===== src/rtl/rob_pkg.sv =====
package rob_pkg;

   // State held for one in-flight instruction.
   typedef struct packed {
      logic valid;   // slot occupied
      logic done;    // execution finished
      logic exc;     // fault recorded at completion
      logic spec;    // beyond an unresolved branch
      logic kill;    // on a squashed path, to be drained
   } rob_slot_t;

endpackage


===== src/rtl/rob_ptr.sv =====
module rob_ptr #(
   parameter int DEPTH = 8,
   localparam int TAG_W = $clog2(DEPTH)
) (
   input  logic             clk,
   input  logic             rst_n,
   input  logic             clr,
   input  logic             inc,
   output logic [TAG_W:0]   ptr
);

   // One extra bit above the index toggles on each wrap.
   always_ff @(posedge clk or negedge rst_n) begin
      if (!rst_n)
         ptr <= '0;
      else if (clr)
         ptr <= '0;
      else if (inc)
         ptr <= ptr + 1'b1;
   end

endmodule


===== src/rtl/rob_slot.sv =====
module rob_slot
   import rob_pkg::*;
(
   input  logic      clk,
   input  logic      rst_n,
   input  logic      clr,
   input  logic      alloc_hit,
   input  logic      alloc_spec,
   input  logic      cmpl_hit,
   input  logic      cmpl_exc,
   input  logic      br_valid,
   input  logic      br_miss,
   input  logic      free_hit,
   output rob_slot_t st
);

   always_ff @(posedge clk or negedge rst_n) begin
      if (!rst_n) begin
         st <= '0;
      end else if (clr) begin
         st <= '0;
      end else if (alloc_hit) begin
         st       <= '0;
         st.valid <= 1'b1;
         st.spec  <= alloc_spec;
      end else if (free_hit) begin
         st <= '0;
      end else if (st.valid) begin
         if (cmpl_hit) begin
            st.done <= 1'b1;
            st.exc  <= cmpl_exc;
         end
         if (br_valid && st.spec) begin
            st.spec <= 1'b0;
            st.kill <= br_miss;
         end
      end
   end

endmodule


===== src/rtl/rob_head_ctl.sv =====
module rob_head_ctl
   import rob_pkg::*;
(
   input  rob_slot_t hs,
   input  logic      occupied,
   output logic      commit,
   output logic      drop,
   output logic      fault
);

   logic live;
   logic ready;

   always_comb begin
      live   = occupied & hs.valid;
      drop   = live & hs.kill;
      ready  = live & ~hs.kill & ~hs.spec & hs.done;
      commit = ready & ~hs.exc;
      fault  = ready & hs.exc;
   end

endmodule


===== src/rtl/rob_window.sv =====
module rob_window
   import rob_pkg::*;
#(
   parameter int DEPTH = 8,
   localparam int TAG_W = $clog2(DEPTH)
) (
   input  logic             clk,
   input  logic             rst_n,
   input  logic             alloc_req,
   input  logic             alloc_spec,
   output logic             alloc_ok,
   output logic [TAG_W-1:0] alloc_tag,
   output logic             full,
   input  logic             cmpl_valid,
   input  logic [TAG_W-1:0] cmpl_tag,
   input  logic             cmpl_exc,
   input  logic             br_valid,
   input  logic             br_miss,
   output logic             retire_valid,
   output logic [TAG_W-1:0] retire_tag,
   output logic             flush,
   output logic [TAG_W-1:0] flush_tag
);

   generate
      if (DEPTH < 2 || (DEPTH & (DEPTH - 1)) != 0) begin : g_depth_chk
         $error("rob_window: DEPTH must be a power of two and at least 2");
      end
   endgenerate

   logic [TAG_W:0]   hd_q;
   logic [TAG_W:0]   tl_q;
   logic [TAG_W-1:0] hd_idx;
   logic [TAG_W-1:0] tl_idx;
   logic             is_empty;
   logic             is_full;
   logic             commit;
   logic             drop;
   logic             fault;
   logic             advance;
   rob_slot_t        slot_st [DEPTH];
   rob_slot_t        head_st;

   always_comb begin
      hd_idx   = hd_q[TAG_W-1:0];
      tl_idx   = tl_q[TAG_W-1:0];
      is_empty = (hd_q == tl_q);
      is_full  = (hd_q[TAG_W] != tl_q[TAG_W]) && (hd_idx == tl_idx);
      head_st  = slot_st[hd_idx];
      advance  = commit | drop;
      alloc_ok = alloc_req & ~is_full & ~fault;
   end

   rob_head_ctl u_hctl (
      .hs       (head_st),
      .occupied (~is_empty),
      .commit   (commit),
      .drop     (drop),
      .fault    (fault)
   );

   rob_ptr #(.DEPTH(DEPTH)) u_tail (
      .clk   (clk),
      .rst_n (rst_n),
      .clr   (fault),
      .inc   (alloc_ok),
      .ptr   (tl_q)
   );

   rob_ptr #(.DEPTH(DEPTH)) u_head (
      .clk   (clk),
      .rst_n (rst_n),
      .clr   (fault),
      .inc   (advance),
      .ptr   (hd_q)
   );

   generate
      for (genvar i = 0; i < DEPTH; i++) begin : g_slot
         rob_slot u_slot (
            .clk        (clk),
            .rst_n      (rst_n),
            .clr        (fault),
            .alloc_hit  (alloc_ok && (tl_idx == TAG_W'(i))),
            .alloc_spec (alloc_spec),
            .cmpl_hit   (cmpl_valid && (cmpl_tag == TAG_W'(i))),
            .cmpl_exc   (cmpl_exc),
            .br_valid   (br_valid),
            .br_miss    (br_miss),
            .free_hit   (advance && (hd_idx == TAG_W'(i))),
            .st         (slot_st[i])
         );
      end
   endgenerate

   assign alloc_tag    = tl_idx;
   assign full         = is_full;
   assign retire_valid = commit;
   assign retire_tag   = hd_idx;
   assign flush        = fault;
   assign flush_tag    = hd_idx;

endmodule


===== config.mk =====
export PLATFORM = sky130hd
export DESIGN_NAME = rob_window
export DESIGN_NICKNAME = d
export VERILOG_FILES = /design/src/rtl/rob_pkg.sv /design/src/rtl/rob_ptr.sv /design/src/rtl/rob_slot.sv /design/src/rtl/rob_head_ctl.sv /design/src/rtl/rob_window.sv
export SDC_FILE = /design/constraint.sdc
export NUM_CORES = 1
export LEC_CHECK = 0
export BUFFER_PORTS_ARGS = -buffer_cell sky130_fd_sc_hd__buf_2
export CAP_MARGIN = 20
export CORE_ASPECT_RATIO = 1.2
export CORE_UTILIZATION = 38
export DETAILED_ROUTE_END_ITERATION = 10
export MAX_ROUTING_LAYER = met4
export PLACE_DENSITY_LB_ADDON = 0.25
export SYNTH_ARGS = -nofsm -noshare
export SYNTH_HDL_FRONTEND = slang
export SYNTH_HIERARCHICAL = 1
export SYNTH_SLANG_ARGS = --single-unit

===== constraint.sdc =====
create_clock -name clk -period 4.7 [get_ports clk]
set_input_delay 0.47 -clock clk [delete_from_list [all_inputs] [get_ports clk]]
set_output_delay 0.47 -clock clk [all_outputs]
set_load 0.01 [all_outputs]

Yosys cells after proc, flatten, opt, wreduce, memory -nomap -nowiden. Index checks and enable logic that the tools add are counted.

Register bits: 48.

Add/sub/neg operators: 2. Order comparisons: 1. Equal/unequal tests: 24. Muxes and demuxes: 63. Bitwise logic cells: 17. Reduce and logical (&&, ||, !) cells: 86.

Operator list (number): 4-bit nonzero test (24); 5-bit 2-to-1 mux (18); 4-bit 2-to-1 mux (20); 3-bit == test (second input constant) (12); 1-bit logical AND (33); 2-bit 2-to-1 mux (16); 2-bit AND reduction (16); 3-bit nonzero test (8); 3-bit by 2-bit == test with 1-bit output (second input constant) (6); 5-bit binary-select mux with 3-bit select (1); 1-bit bitwise AND (9); 3-bit by 1-bit == test with 1-bit output (second input constant) (3); 3-bit logical NOT (3); 4-bit by 1-bit adder with 4-bit output (second input constant) (2); 1-bit 2-to-1 mux (8); 1-bit inverter (6); 4-bit == test (1); 4-bit >= comparator (second input constant) (1); 3-bit inverter with 4-bit output (1); 2-bit nonzero test (2); 3-bit == test (1); 1-bit != test (1); 1-bit OR (1).

Depth between registers and ports, before layout. Gate-level depths: netlist of the first run.

Depth in word-level cells: 14. Depth in mapped cells: 13.

By module. Netlist of the first run, hierarchy kept.

Modules (own cells, without submodules): rob_slot (instances 8, cells an instance 21, area an instance 245.2 µm², seq. area each 125.1 µm²); rob_window (instances 1, cells an instance 88, area an instance 701.9 µm², seq. area each 0.0 µm²); rob_ptr (instances 2, cells an instance 16, area an instance 192.7 µm², seq. area each 100.1 µm²); rob_head_ctl (instances 1, cells an instance 5, area an instance 60.1 µm², seq. area each 0.0 µm²).

Least setup slack after synthesis of the first run. Ideal clock, no wire load.

Kind: reg2reg. Start point: register u_head.ptr[1]. End point: register u_tail.ptr[3]. Data arrival time: 4153 ps. Data required time: 4575 ps. Path slack: 422 ps. Stages on the path, launching flop included: 9. Clock period less this slack: 4278 ps. Cells stage by stage: dfrtp_1 > buf_4 > mux4_1 > mux2_2 > nand2b_4 > nor4b_4 > nor3b_1 > nand4_1 > mux2_4.

RTL lines: start, declared (line rob_ptr.sv:9) `output logic [TAG_W:0] ptr`; start signal, assigned (line rob_ptr.sv:19) `ptr <= ptr + 1'b1;`; end signal, assigned (line rob_ptr.sv:19); end, declared (line rob_ptr.sv:9).

==> reports/qor.yml, run 1 <==
dr.pass1.iters: 6
portBuffers: 23
yosys.area_share.simple_pct: 29.6
die_area_sq_um: 8550
crit_chain: "mux4_1, mux2_2, nand2b_4, nor4b_4, buf_4, buf_2"
cp.required_ns: 4.23
clock_latency_ns: 0.31
layout_commonest_cell: "dfrtp_1"
slew_viol_final: 0
postCtsSetupBuffers: 0
netlist.top_cell.by_area: "dfrtp_1"
slew_headroom_pct: 32.0
worst_pin_slew_ns: 1.02
finalNetCount: 330
grt_pass1_wl_um: 12600
postRouteAntennaNets: 0
p_leak_nw: 1.40
ys_types: 47
synth_area_sq_um: 3110
root_buffer: "clkbuf_8"
ys_top_cells_by_area: "dfrtp_1, nor4b_1, mux4_1, or3_4, a21bo_2"
place_inst: 402
finalWirelength_um: 7570
ctsHoldBuffers: 0
maxCapViolations: 0
globalRouteOverflowTotal: 0
critPathArrivalTime_ns: 3.64
rsz0062_at_grt: "no"
antennaDiodeCount: 0
synth_xor_area_share_pct: 2.41
gp_congestion: 0.840
synth_cells: 293
cts.clk_slew.worst_paths_ns: 0.10
cp_max_fo: 27
fin_skew_ns: 0.00817
setup_tns_ns: 0
vdd_drop_max_uv: 231
cts_tree: "yes"
power_density_nw_per_um2: 682
startpoint_type: "flip-flop"
cts_sinks: 48
drc: 0
critPathKind: "flip-flop to output port"
via_per_inst: 5.80
post-route-util_pct: 43.7
ys.flop_type: "dfrtp_1"
place_hpwl_um: 5310
setup_viol: 0
synth_edf_count: 0
drive_gt1_share_pct: 28.9
fin_crit_sh_pct: 87.4
antenna_found_initial: 0
ys_seq_elements: 48
dieHeight_um: 101
final_cells: 410
htree_levels: 2
outcome: "complete, no violations"
tritoncts.num_buffers: 5
max_freq_ghz: 0.243
slowest_delay_ns: 1.03
synth-adder-area-share_pct: 0.805
num_rows: 35
synth_warnings: 6
grt_usage_pct: 19.5
async_reset_ff_share_pct: 100
endpoint_kind: "output port"
hold_viol: 0
yosysSeqAreaShare_pct: 38.6
ios: 24
ctsResizeCount: 0
clockBufferDepth: 2
area_growth_syn_to_layout_pct: 9.50
layout_common_cells: "dfrtp_1, nor2_1, nor4b_1"
avgSynthCellArea_sq_um: 10.6
start_util_pct: 39.9
synth_top_family_by_area: "simple AND/OR/NAND/NOR gates"
post-route-min-period_ns: 4.11
synth_fp_nets: 306
yosysTopAreaCellShare_pct: 38.6
wire_per_inst_um: 18.5
critPathSlowestCell: "dfrtp_1"
drt_iter0_markers: 191
synth_mux_area_share_pct: 11.8
min_path_type: "input port to asynchronous set/reset pin"
first_global_vias: 2328
die_w_um: 84.6
core_area_sq_um: 7790
vias: 2377
synth_compound_area_share_pct: 13.8
grt_max_degree: 49
[final timing paths]
kind                       slack [ns]  cells after the start              startpoint                endpoint
setup reg to reg                 0.62                      9           u_head/ptr[1]  g_slot[4].u_slot/st[0]
setup / recovery                 0.59                      6           u_head/ptr[1]                   flush
hold reg to reg                  0.51                      2  g_slot[2].u_slot/st[3]  g_slot[2].u_slot/st[3]
max in group asynchronous        4.00                      2                   rst_n  g_slot[1].u_slot/st[1]
hold / removal                   0.26                      2                   rst_n  g_slot[3].u_slot/st[1]
min in group clk                 0.50                      3                cmpl_exc  g_slot[7].u_slot/st[2]
[registers in the layout, indices dropped and copies added (netlist names)]
signal	cells
g_slot.u_slot/st	40
u_head/ptr	4
u_tail/ptr	4
[metal layers]
layer / GRT usage (%) / vias to the layer above / wire (um)
met4: 6.00 / 0 / 119
met1: 25.8 / 1193 / 3530
met2: 31.1 / 41 / 3690
met3: 2.95 / 10 / 230
met5: - / - / 0
li1: - / 1133 / -
[logic make-up (layout without fill, tap and decap cells)]
| kind of cell | count (synthesis) | in the layout |
|---|---|---|
| xor gates and xnor gates | 6 | 6 |
| muxes | 25 | 25 |
| DFF | 48 | 48 |
| adders and majority gates | 2 | 2 |
| and+or+nand+nor | 140 | 140 |
| AOI/OAI and AO/OA | 54 | 54 |
| buffers and inverters | 18 | 43 |
[per-stage QoR]
stage	hold slack, ns	power (mW)	setup slack (ns)	area, sq um
6_report	0.259	2.32	0.590	3400
5_1_grt	0.320	2.50	0.327	3400
4_1_cts	0.297	2.34	0.597	3400
3_5_place_dp	0.483	2.06	0.744	3310
3_3_place_gp	0.478	2.03	0.833	3310
2_1_floorplan	0.174	1.78	0.422	3110
[critical path, delay by kind of cell (launching register included)]
kind | cells | cell delay [ns]
flip-flops | 1 | 1.03
multiplexers | 2 | 0.99
AND/OR/NAND/NOR | 2 | 0.76
buffers and inverters | 2 | 0.53
[cells in the mapped netlist, types with 4 or more instances]
| master | n |
|---|---|
| nor3_1 | 6 |
| nor2_1 | 24 |
| nor4b_1 | 24 |
| mux4_1 | 4 |
| nor2_2 | 8 |
| nand2_1 | 17 |
| buf_4 | 6 |
| a21oi_2 | 8 |
| mux2_1 | 8 |
| nor2b_1 | 10 |
| mux2_2 | 6 |
| a21oi_1 | 11 |
| nand2b_1 | 7 |
| nand3_1 | 17 |
| a21bo_2 | 10 |
| inv_1 | 8 |
| or3_4 | 9 |
| dfrtp_1 | 48 |
| a32o_1 | 8 |
| o21a_1 | 8 |
[report_power, final]
group          total (mW)  switching (mW)  internal [mW]
clock network       0.272           0.152          0.119
logic                1.17           0.554          0.613
registers           0.884           0.293          0.591
[cell type report]
class | count | area [sq um]
Timing Repair Buffer | 27 | 145
Inverter | 8 | 30.0
Multi-Input combinational cell | 227 | 1820
Clock inverter | 2 | 15.0
Tap cell | 92 | 115
Fill cell | 776 | 4390
Sequential cell | 48 | 1200
Clock buffer | 6 | 82.6
Power figures use the tool's default switching activity.
==> inputs of run 2 (changes only) <==
- CORE_UTILIZATION: 38 -> 39
- TNS_END_PERCENT: unset -> 5
==> run 2 against run 1 <==
Die area shrank 2.5%; maximum frequency grew 2.3%; sequential cell count is the same; power grew 2.3%; clock skew grew 0.00063 ns; cell count shrank 0.24%; register-to-register slack gained 0.12 ns; non-clock buffer count shrank 1; first-iteration DRC count shrank 44%; critical endpoint is now alloc_ok.
==> reports/qor.yml, run 2 (synthesis gave the netlist of run 1 again) <==
core_area_sq_um: 7710  # -1.1%
vdd_drop_max_uv: 247  # +6.8%
via_per_inst: 5.76  # -0.68%
drc: 0  # unchanged
portBuffers: 23  # unchanged
clock_latency_ns: 0.31  # about the same
layout_common_cells: "dfrtp_1, nor2_1, nor4b_1"
postCtsSetupBuffers: 0  # unchanged
cp_max_fo: 27  # unchanged
p_leak_nw: 1.42  # +1.1%
layout_commonest_cell: "dfrtp_1"
seq_area_sq_um: 1200  # unchanged
critPathSlowestCell: "dfrtp_1"
largest_register_ffs: 40  # unchanged
vias: 2355  # -0.93%
crit_family: "flip-flops"
rsz0062_at_grt: "no"
drive_gt1_share_pct: 28.7  # -0.22 points
antenna_found_initial: 0  # unchanged
ctsResizeCount: 0  # unchanged
startpoint_type: "flip-flop"
num_rows: 35  # unchanged
tritoncts.num_buffers: 5  # unchanged
root_buffer: "clkbuf_8"
cts_tree: "yes"
setup_viol: 0  # unchanged
start_util_pct: 40.3  # +0.45 points
final_area_sq_um: 3430  # +0.62%
globalRouteOverflowTotal: 0  # unchanged
multi_input_area_sq_um: 1820  # unchanged
grt_max_degree: 49  # unchanged
dpl_cell_area_sq_um: 3300  # -0.23%
slowest_delay_ns: 1.02  # about the same
die_area_sq_um: 8340  # -2.5%
dr.pass1.iters: 4  # -2
htree_levels: 2  # unchanged
slew_viol_final: 0  # unchanged
postRouteAntennaNets: 0  # unchanged
clockBufferDepth: 2  # unchanged
fin_crit_sh_pct: 85.4  # -2.0 points
max_freq_ghz: 0.249  # +2.3%
hold_ws_ns: 0.245  # -0.0142 ns
ctsHoldBuffers: 0  # unchanged
endpoint_kind: "output port"
critPathKind: "flip-flop to output port"
largest-register: "g_slot.u_slot/st"
place_hpwl_um: 5220  # -1.7%
die_w_um: 83.5  # -1.3%
critPathArrivalTime_ns: 3.55  # -0.09 ns
min_path_type: "input port to asynchronous set/reset pin"
finalWirelength_um: 7300  # -3.5%
grt_usage_pct: 19.1  # -0.40 points
totalPowerFinal_mw: 2.38  # +2.3%
hold_viol: 0  # unchanged
cts_sinks: 48  # unchanged
wire_per_inst_um: 17.9  # -3.3%
area_growth_syn_to_layout_pct: 10.2
outcome: "complete, no violations"
grt_pass1_wl_um: 12000  # -4.6%
post-route-min-period_ns: 4.02  # -0.0940 ns
largestRegisters: "g_slot.u_slot/st (40), u_head/ptr (4), u_tail/ptr (4)"
maxCapViolations: 0  # unchanged
antennaDiodeCount: 0  # unchanged
nFillCells: 741  # -4.5%
slew_headroom_pct: 31.7  # -0.31 points
cp.required_ns: 4.23  # about the same
cts.clk_slew.worst_paths_ns: 0.09  # about the same
dieHeight_um: 99.8  # -1.3%
post-route-util_pct: 44.4  # +0.77 points
worst_pin_slew_ns: 1.03  # +0.00469 ns
gp_congestion: 0.885  # +5.4%
setup_tns_ns: 0  # unchanged
first_global_vias: 2282  # -2.0%
ios: 24  # unchanged
path_buf_inv: 1  # -1
drt_iter0_markers: 107  # -44%
crit_chain: "mux2_2, o22ai_1, a21oi_1, a21boi_0, nor4b_4, nor3b_1, buf_2"
finalNetCount: 329  # -0.30%
fin_skew_ns: 0.00880  # +0.000629 ns
power_density_nw_per_um2: 694  # +1.7%
run 2: changes by cell type in the layout (fill, tap and decap cells not counted):
cell	previous run	this run
buf_4	4	3
bufinv_16	0	1
clkbuf_8	6	7
clkinvlp_4	2	0
run 2: final cells by class:
cell class              instances  area share [%]
flip-flops and latches         48            35.1
repair buffers                 26            4.02
inverters                       8           0.877
clock buffers                   7            2.81
multi-input cells             227            53.0
clock inverters                 1           0.877
well taps                      92            3.36
run 2: layer usage:
layer / vias up / global-route usage [%] / wire length, um
met1: 1180 / 25.5 / 3490
met3: 8 / 2.38 / 201
met5: - / - / 0
li1: 1128 / - / -
met4: 0 / 6.39 / 114
met2: 39 / 30.5 / 3500
run 2: path summary, 6_finish.rpt:
kind	from	end	slack (ns)	cells past startpoint
max	u_head/ptr[1]	alloc_ok	0.68	7
min reg2reg	g_slot[2].u_slot/st[3]	g_slot[2].u_slot/st[3]	0.51	2
max reg2reg	u_head/ptr[1]	g_slot[4].u_slot/st[0]	0.74	9
min in group clk	cmpl_exc	g_slot[4].u_slot/st[2]	0.50	3
max in group asynchronous	rst_n	g_slot[4].u_slot/st[0]	3.99	2
min	rst_n	g_slot[3].u_slot/st[0]	0.24	2
run 2: where the power goes:
part           switching (mW)  leakage [nW]  internal (mW)  total, mW
combinational           0.548         0.740          0.611       1.16
sequential              0.293         0.615          0.592      0.885
clock                   0.144        0.0645          0.188      0.332
run 2: worst register-to-register path, stage by stage (launching register included):
cell and delay (ns):
dfrtp_1 1.02, mux4_1 0.69, mux2_2 0.28, nand2b_4 0.15
nor4_2 0.34, or2_2 0.29, nand2_1 0.15, nor3_1 0.49
nor4b_1 0.11, mux2_1 0.31
run 2: stage by stage:
stage	std cells	worst slack [ns]
final	409	0.684
after global placement	401	0.842
after CTS	409	0.685
after global routing	409	0.361
after detailed placement	401	0.761
after floorplan	293	0.422
==> inputs of run 3 (changes only) <==
- RECOVER_POWER: unset -> 100
==> run 3 against run 2 <==
The run now ends with max-capacitance violations, max-slew violations left; register-to-register slack worse by 0.18 ns; clock power about the same; setup slack worse by 0.13 ns; cell count unchanged; sequential power about the same; largest cell class unchanged; design area down 2.5%; critical path depth up 2; first-iteration DRC count up 11%; hold slack better by 0.25 ns; critical path type is now flip-flop to flip-flop; largest power group unchanged; power down 3.3%.
==> reports/qor.yml, run 3 (synthesis gave the netlist of run 1 again) <==
power_density_nw_per_um2: 688  # -0.78%
dr.pass1.iters: 4  # unchanged
r2r_cells: 9  # unchanged
htree_levels: 2  # unchanged
grt_use_met1_pct: 25.5  # unchanged
postCtsSetupBuffers: 0  # unchanged
first_global_vias: 2282  # unchanged
min_path_type: "input port to flip-flop"
totalPowerFinal_mw: 2.30  # -3.3%
cp_max_fo: 27  # unchanged
globalRouteOverflowTotal: 0  # unchanged
start_util_pct: 40.3  # unchanged
core_area_sq_um: 7710  # unchanged
drt_iter0_markers: 119  # +11%
dieHeight_um: 99.8  # unchanged
setup_tns_ns: 0  # unchanged
antenna_found_initial: 0  # unchanged
die_area_sq_um: 8340  # unchanged
drc: 0  # unchanged
use_met2_pct: 30.5  # unchanged
gp_congestion: 0.885  # unchanged
drive_gt1_share_pct: 21.1  # -7.6 points
cp.required_ns: 4.89  # +0.66 ns
grt_pass1_wl_um: 12000  # unchanged
fin_crit_sh_pct: 88.1  # +2.7 points
fin_skew_ns: 0.00932  # +0.000514 ns
cts.clk_slew.worst_paths_ns: 0.09  # about the same
grt_max_degree: 49  # unchanged
post-place-ws_ns: 0.761  # unchanged
grt_busiest_layer: "met2"
r2r_start: "u_head/ptr[1]"
slew_viol_final: 49  # +49
slew_headroom_pct: -81.2  # -110 points
maxCapViolations: 1  # +1
startpoint: "u_head/ptr[1]"
root_buffer: "clkbuf_8"
hold_viol: 0  # unchanged
largest_register_ffs: 40  # unchanged
min-delay-start: "cmpl_exc"
rsz0062_at_grt: "no"
max_freq_ghz: 0.241  # -3.0%
startpoint_type: "flip-flop"
violations: "max-capacitance violations, max-slew violations"
wire_per_inst_um: 17.9  # +0.16%
vdd_drop_max_uv: 247  # +0.21%
tritoncts.num_buffers: 5  # unchanged
nFillCells: 758  # +2.3%
setup_viol: 0  # unchanged
globalRouteMet3Util_pct: 2.38  # unchanged
largest-register: "g_slot.u_slot/st"
clockBufferDepth: 2  # unchanged
setup_slack_ns: 0.558  # -0.126 ns
area_growth_syn_to_layout_pct: 7.40
portBuffers: 23  # unchanged
finalNetCount: 329  # unchanged
post-route-min-period_ns: 4.14  # +0.126 ns
num_rows: 35  # unchanged
place_hpwl_um: 5220  # unchanged
clock_latency_ns: 0.31  # about the same
layout_common_cells: "dfrtp_1, nor2_1, nor4b_1"
cts_tree: "yes"
cts_sinks: 48  # unchanged
die_w_um: 83.5  # unchanged
outcome: "finished, violations left"
worst_pin_slew_ns: 2.72  # +1.69 ns
ctsHoldBuffers: 0  # unchanged
critPathArrivalTime_ns: 4.33  # +0.78 ns
ios: 24  # unchanged
grt_usage_pct: 19.1  # unchanged
finalWirelength_um: 7310  # +0.16%
antennaDiodeCount: 0  # unchanged
critPathKind: "flip-flop to flip-flop"
ctsResizeCount: 0  # unchanged
postRouteAntennaNets: 0  # unchanged
endpoint_kind: "flip-flop"
vias: 2367  # +0.51%
holdPathStages: 3
via_per_inst: 5.79  # +0.51%
largestRegisters: "g_slot.u_slot/st (40), u_head/ptr (4), u_tail/ptr (4)"
layout_commonest_cell: "dfrtp_1"
p_leak_nw: 1.39  # -2.3%
run 3: changes by cell type in the layout (fill, tap and decap cells not counted), moves of 2 or more:
cell	before	now
nor4_1	0	2
or3_1	0	8
buf_2	23	12
clkbuf_1	0	12
or3_4	9	1
run 3: layout make-up:
cell class,count,area [sq um],share of cell area [%]
timing repair buffer,26,120,3.60
clock buffer,7,96.3,2.88
multi-input combinational,227,1750,52.3
clock inverter,1,30.0,0.899
inverter,8,30.0,0.899
tap,92,115,3.45
sequential,48,1200,36.0
run 3: path summary, 6_finish.rpt:
check	slack, ns	end
max	0.56	g_slot[4].u_slot/st[0]
min	0.50	g_slot[7].u_slot/st[2]
max reg2reg	0.56	g_slot[4].u_slot/st[0]
min reg2reg	0.50	g_slot[2].u_slot/st[3]
max in group asynchronous	2.04	g_slot[0].u_slot/st[0]
min in group asynchronous	1.10	g_slot[3].u_slot/st[4]
run 3: per-stage QoR:
stage	hold WS (ns)	std cells	instance area, sq um	util (%)
3_5_place_dp	0.483	401	3300	42.8
5_1_grt	0.505	409	3340	43.3
2_1_floorplan	0.174	293	3110	-
3_3_place_gp	0.470	401	3300	42.8
6_report	0.499	409	3340	43.3
4_1_cts	0.280	409	3430	44.4
run 3: metal layers:
layer | routed length [um] | vias to the layer above | share of wire [%]
li1 | - | 1131 | -
met1 | 3460 | 1190 | 47
met2 | 3500 | 38 | 48
met3 | 246 | 8 | 3.4
met4 | 113 | 0 | 1.5
met5 | 0 | - | 0
run 3: critical path, stage by stage, from the launching register on:
cell and delay, ns:
dfrtp_1 1.01, mux4_1 0.69, mux2_2 0.28, nand2b_4 0.15, nor4_1 0.51, or2_2 0.32
nand2_1 0.15, nor3_1 0.49, nor4b_1 0.11, mux2_1 0.31
run 3: power by group:
part,leakage (nW),switching [mW],internal [mW]
Sequential,0.615,0.295,0.592
Combinational,0.707,0.522,0.556
Clock,0.0645,0.145,0.188
